**config.mk**
```make
export PLATFORM = sky130hd
export DESIGN_NAME = irq_level_arb
export DESIGN_NICKNAME = d
export VERILOG_FILES = /design/src/rtl/irq_arb_pkg.sv /design/src/rtl/irq_src_pend.sv /design/src/rtl/irq_lvl_pick.sv /design/src/rtl/irq_ack_match.sv /design/src/rtl/irq_level_arb.sv
export SDC_FILE = /design/constraint.sdc
export NUM_CORES = 1
export LEC_CHECK = 0
export BUFFER_PORTS_ARGS = -buffer_cell sky130_fd_sc_hd__buf_2
export CAP_MARGIN = 0
export CELL_PAD_IN_SITES_DETAIL_PLACEMENT = 0
export CELL_PAD_IN_SITES_GLOBAL_PLACEMENT = 2
export CORE_AREA = 2 2 68 76
export CTS_CLUSTER_DIAMETER = 200
export CTS_CLUSTER_SIZE = 28
export DETAILED_ROUTE_END_ITERATION = 8
export DIE_AREA = 0 0 70 78
export HOLD_SLACK_MARGIN = 0.03
export PLACE_DENSITY_LB_ADDON = 0.05
export SLEW_MARGIN = 5
export SYNTH_ARGS = -nofsm -noshare
export SYNTH_HDL_FRONTEND = slang
export SYNTH_SLANG_ARGS = --single-unit
```
**constraint.sdc**
```tcl
create_clock -name clk -period 6.1 [get_ports clk]
set_input_delay 0.305 -clock clk [delete_from_list [all_inputs] [get_ports clk]]
set_output_delay 0.305 -clock clk [all_outputs]
set_load 0.05 [all_outputs]
```
**src/rtl/irq_arb_pkg.sv**
```systemverilog
package irq_arb_pkg;
  typedef enum logic [1:0] {
    ADR_UART_LVL = 2'd0,
    ADR_VECTOR   = 2'd1,
    ADR_SPI_LVL  = 2'd2,
    ADR_UNUSED   = 2'd3
  } reg_adr_e;

  localparam int SRC_UART = 0;
  localparam int SRC_SPI  = 1;
  localparam int NUM_SRC  = 2;
endpackage

```
**src/rtl/irq_src_pend.sv**
```systemverilog
module irq_src_pend (
  input  logic clk,
  input  logic rst,
  input  logic set_i,
  input  logic clr_i,
  output logic pend_o
);
  always_ff @(posedge clk) begin
    if (rst)        pend_o <= 1'b0;
    else if (set_i) pend_o <= 1'b1;
    else if (clr_i) pend_o <= 1'b0;
  end
endmodule

```
**src/rtl/irq_lvl_pick.sv**
```systemverilog
module irq_lvl_pick #(
  parameter int LVL_W = 3
) (
  input  logic [1:0][LVL_W-1:0] lvl_i,
  input  logic [1:0]            pend_i,
  output logic                  win_act_o,
  output logic                  win_spi_o,
  output logic [LVL_W-1:0]      win_lvl_o
);
  import irq_arb_pkg::*;

  logic s_act, u_act;

  always_comb begin
    s_act = pend_i[SRC_SPI]  && (lvl_i[SRC_SPI]  != '0);
    u_act = pend_i[SRC_UART] && (lvl_i[SRC_UART] != '0);
    win_act_o = s_act || u_act;
    win_spi_o = s_act && (!u_act || (lvl_i[SRC_SPI] >= lvl_i[SRC_UART]));
    if (win_spi_o)  win_lvl_o = lvl_i[SRC_SPI];
    else if (u_act) win_lvl_o = lvl_i[SRC_UART];
    else            win_lvl_o = '0;
  end
endmodule

```
**src/rtl/irq_ack_match.sv**
```systemverilog
module irq_ack_match #(
  parameter int LVL_W  = 3,
  parameter int DATA_W = 8
) (
  input  logic                  ack_i,
  input  logic [LVL_W-1:0]      ack_lvl_i,
  input  logic [1:0][LVL_W-1:0] lvl_i,
  input  logic [1:0]            pend_i,
  input  logic [DATA_W-1:1]     vec_hi_i,
  output logic                  hit_o,
  output logic [DATA_W-1:0]     vec_o
);
  import irq_arb_pkg::*;

  logic s_m, u_m;

  always_comb begin
    s_m = ack_i && pend_i[SRC_SPI] && (lvl_i[SRC_SPI] != '0)
          && (lvl_i[SRC_SPI] == ack_lvl_i);
    u_m = ack_i && pend_i[SRC_UART] && (lvl_i[SRC_UART] != '0)
          && (lvl_i[SRC_UART] == ack_lvl_i);
    hit_o = s_m || u_m;
    vec_o = hit_o ? {vec_hi_i, s_m} : '0;
  end
endmodule

```
**src/rtl/irq_level_arb.sv**
```systemverilog
module irq_level_arb #(
  parameter int                LVL_W   = 3,
  parameter int                DATA_W  = 8,
  parameter int                ADDR_W  = 2,
  parameter logic [DATA_W-1:0] VEC_RST = 8'h0F
) (
  input  logic                    clk,
  input  logic                    rst,
  input  logic [ADDR_W-1:0]       reg_addr,
  input  logic                    reg_wr,
  input  logic [DATA_W-1:0]       reg_wdata,
  output logic [DATA_W-1:0]       reg_rdata,
  input  logic                    spi_set,
  input  logic                    spi_clr,
  input  logic                    uart_set,
  input  logic                    uart_clr,
  input  logic                    ack,
  input  logic [LVL_W-1:0]        ack_lvl,
  output logic                    ack_hit,
  output logic [DATA_W-1:0]       ack_vec,
  output logic [(2**LVL_W)-1:1]   irq
);
  import irq_arb_pkg::*;

  localparam int NLINES = (2**LVL_W) - 1;
  localparam int PAD_W  = DATA_W - LVL_W;

  logic [1:0][LVL_W-1:0] lvl_q;
  logic [DATA_W-1:1]     vec_hi_q;
  logic [1:0]            set_v, clr_v, pend_v;
  logic                  win_act, win_spi;
  logic [LVL_W-1:0]      win_lvl;
  logic [NLINES:1]       line_dec;

  assign set_v[SRC_SPI]  = spi_set;
  assign set_v[SRC_UART] = uart_set;
  assign clr_v[SRC_SPI]  = spi_clr;
  assign clr_v[SRC_UART] = uart_clr;

  // register file
  always_ff @(posedge clk) begin
    if (rst) begin
      lvl_q    <= '0;
      vec_hi_q <= VEC_RST[DATA_W-1:1];
    end else if (reg_wr) begin
      case (reg_addr)
        ADDR_W'(ADR_UART_LVL): lvl_q[SRC_UART] <= reg_wdata[LVL_W-1:0];
        ADDR_W'(ADR_SPI_LVL):  lvl_q[SRC_SPI]  <= reg_wdata[LVL_W-1:0];
        ADDR_W'(ADR_VECTOR):   vec_hi_q        <= reg_wdata[DATA_W-1:1];
        default: ;
      endcase
    end
  end

  always_ff @(posedge clk) begin
    if (rst) reg_rdata <= '0;
    else begin
      case (reg_addr)
        ADDR_W'(ADR_UART_LVL): reg_rdata <= {{PAD_W{1'b0}}, lvl_q[SRC_UART]};
        ADDR_W'(ADR_SPI_LVL):  reg_rdata <= {{PAD_W{1'b0}}, lvl_q[SRC_SPI]};
        ADDR_W'(ADR_VECTOR):   reg_rdata <= {vec_hi_q, 1'b1};
        default:               reg_rdata <= '0;
      endcase
    end
  end

  // one pending flag per source
  for (genvar s = 0; s < NUM_SRC; s++) begin : g_src
    irq_src_pend pend_i (
      .clk    (clk),
      .rst    (rst),
      .set_i  (set_v[s]),
      .clr_i  (clr_v[s]),
      .pend_o (pend_v[s])
    );
  end

  irq_lvl_pick #(.LVL_W(LVL_W)) pick_i (
    .lvl_i     (lvl_q),
    .pend_i    (pend_v),
    .win_act_o (win_act),
    .win_spi_o (win_spi),
    .win_lvl_o (win_lvl)
  );

  for (genvar k = 1; k <= NLINES; k++) begin : g_line
    assign line_dec[k] = win_act && (win_lvl == LVL_W'(k));
  end

  always_ff @(posedge clk) begin
    if (rst) irq <= '0;
    else     irq <= line_dec;
  end

  irq_ack_match #(.LVL_W(LVL_W), .DATA_W(DATA_W)) ack_i (
    .ack_i     (ack),
    .ack_lvl_i (ack_lvl),
    .lvl_i     (lvl_q),
    .pend_i    (pend_v),
    .vec_hi_i  (vec_hi_q),
    .hit_o     (ack_hit),
    .vec_o     (ack_vec)
  );

  logic unused_win_spi;
  assign unused_win_spi = win_spi;
endmodule

```
==> flow_summary.yaml <==
drt:
  dr.pass1.iters: 4
  vias: 1201
  dr.first_iter.drc_count: 34
  wire_per_inst_um: 14.03
  drc: 0
  drt_wl_total_mm: 3.479
  via_per_inst: 4.843
  ant_nets: 0
sta:
  hold_viol_final: 0
  worst_slew_pin_slew_ps: 1022
  post-route-min-period_ps: 2756
  fmax_ghz: 0.3629
  rsz0062_at_grt: "no"
  relSlewSlack_pct: 31.28
  fin_skew_ps: 3.772
  setup_viol: 0
  setup_tns_ps: 0
  slew_violations: 0
  post-route-period-util_pct: 45.18
cells_and_area:
  post-route-cell-area_sq_um: 1709
  drive_above_1_share_pct: 27.08
  diodes: 0
  layout.nets: 216
  fillers: 512
  synthToLayoutAreaGrowth_pct: 22.07
clock_tree:
  cts_resized: 0
  clock-sinks: 30
  cts_setup_buffers: 0
  hold_buffers: 0
  cts_tree: "yes"
  cts_max_level: 2
  clk_pin_slew_ps: 60
  clockBufferDepth: 2
  cts-buffers-inserted: 5
  cts_root_buf: "clkbuf_8"
  clkLatencyLatePin_ps: 280
place:
  port_buffers: 44
  gp_congestion: 0.8647
  place.detailed.hpwl_mm: 2.627
  placed_area_sq_um: 1633
synthesis:
  ys_types: 37
  synth_top_flop_cell: "dfxtp_1"
  syn_area_sq_um: 1400
  synth_edf_count: 0
  ys_seq_area_share_pct: 42.90
  syn-mean-instance-area_sq_um: 9.211
  synth_cells: 152
  ys_ff_latch: 30
  syn_nets: 176
  synth-warning-count: 0
  async_reset_ff_share_pct: 0
hold_path:
  hp-class: "in2reg"
power_and_ir_drop:
  power_leakage_uw: 0.0007726
  vdd_drop_max_uv: 112.3
  p_per_area_nw_per_um2: 233.7
worst_setup_path:
  worst_path_largest_cell_delay_ps: 890
  cp.required_ps: 5790
  path_class: "reg2out"
  end_kind: "output pin"
  crit_chain: "o31ai_1, o22ai_1, and2_1, buf_2"
  slowest_stage: "o31ai_1"
  arrival_ps: 2450
  worstPathMaxFanout: 11
  start_kind: "flop"
global_route:
  overflow: 0
  grt_antenna_before_repair: 0
  grtUsageTotal_pct: 13.71
  grt_pass1_vias: 1112
  grt_max_degree: 20
  grt_pass1_wl_mm: 5.713
floorplan:
  die-area_sq_um: 5460
  core_area_sq_um: 4619
  die_h_um: 78
  die_w_um: 70
  start_util_pct: 30.31
  num_rows: 26
  io_pins: 45
status:
  outcome: "finished clean"
flow_run:
  max-cap-violations: 0
[layout make-up]
class / count / area, sq um / share of cell area (%)
Clock buffer: 7 / 76.32 / 4.466
Inverter: 7 / 26.28 / 1.537
Multi-Input combinational cell: 104 / 715.7 / 41.87
Sequential cell: 30 / 600.6 / 35.14
Tap cell: 56 / 70.07 / 4.100
Timing Repair Buffer: 44 / 220.2 / 12.88
[synth_stat cells, types with 2 or more instances]
library cell	instances	share of area (%)
ha_1	3	2.7
a22oi_1	3	1.6
a21oi_1	9	3.2
nand4_1	2	0.89
dfxtp_1	30	43
mux2i_1	10	7.1
or4_1	3	1.6
inv_1	7	1.9
o21ai_0	2	0.71
clkbuf_1	4	1.1
a21o_1	2	1.1
o211ai_1	2	1.1
nor2_1	18	4.8
nand4b_1	2	1.3
nand2_1	8	2.1
nand3_1	3	1.1
xnor2_1	6	3.8
a221oi_1	3	1.9
nor3b_1	2	1.1
and2_1	12	5.4
o2111ai_1	3	1.9
buf_2	3	1.1
[worst paths after layout]
path                                   from                      to  slack, ps  cells after the start
worst min register to register  vec_hi_q[5]            reg_rdata[5]        480                      1
worst max-delay path               lvl_q[4]              ack_vec[2]       3340                      4
worst min-delay path               uart_set  g_src[0].pend_i.pend_o        230                      3
worst max register to register     lvl_q[2]                  irq[6]       3740                      6
[per-layer routing]
| metal | global-route usage (%) | up-vias | wire, um |
|---|---|---|---|
| li1 | - | 613 | - |
| met1 | 16.69 | 547 | 1582 |
| met2 | 22.19 | 36 | 1655 |
| met3 | 4.805 | 5 | 200 |
| met4 | 5.192 | 0 | 40 |
| met5 | 0 | - | 0 |
[stage by stage]
step	hold slack, ps	util [%]	setup slack, ps	instances	power, uW
global route	238.2	37.00	3019	248	417.1
floorplan	422.4	-	3589	152	241.7
finish	226.2	37.00	3344	248	399.4
global placement	457.3	35.35	3734	241	256.1
detailed placement	459.2	35.35	3627	241	256.7
CTS	228.9	37.00	3340	248	402.2
[cells in the final DEF (no fill, tap or decap), types with 2 or more instances in the layout]
cell type	Yosys	final
a21o_1	2	2
a21oi_1	9	9
a221oi_1	3	3
a22oi_1	3	3
and2_1	12	12
buf_2	3	44
clkbuf_1	4	2
clkbuf_8	0	5
dfxtp_1	30	30
ha_1	3	3
inv_1	7	7
mux2i_1	10	10
nand2_1	8	8
nand3_1	3	3
nand4_1	2	2
nand4b_1	2	2
nor2_1	18	18
nor3b_1	2	2
o2111ai_1	3	3
o211ai_1	2	2
o21ai_0	2	2
or4_1	3	3
xnor2_1	6	6
[registers in the layout (all words and copies together), names as in the netlist]
name and cells:
vec_hi_q 7, lvl_q 6, g_src.pend_i.pend_o 2, irq 7, reg_rdata 8
[logic make-up (layout without fill, tap and decap cells)]
kind of cell	Yosys count	in the layout	share of synthesized area (%)
AO/OA/AOI/OAI	32	32	17.87
XOR/XNOR	6	6	3.753
adder cells (fa/ha/maj)	3	3	2.681
buffers and inverters	18	58	5.987
flip-flops	30	30	42.90
multiplexers	10	10	7.150
AND/OR/NAND/NOR	53	53	19.66
[worst max-delay path, delay by kind of cell, from the launching register on]
kind | cells | cell delay, ps
AO/OA/AOI/OAI | 2 | 1300
buffers and inverters | 1 | 200
flip-flops | 1 | 390
AND/OR/NAND/NOR | 1 | 270
[report_power, final]
part	total [uW]	internal [uW]	leakage (uW)	switching [uW]
clock	147	78.3	0.0000383	69.1
combinational	44.3	17.5	0.000490	26.8
sequential	208	201	0.000244	6.40
total	399	297	0.000773	102
(Power assumes the default switching activity.)
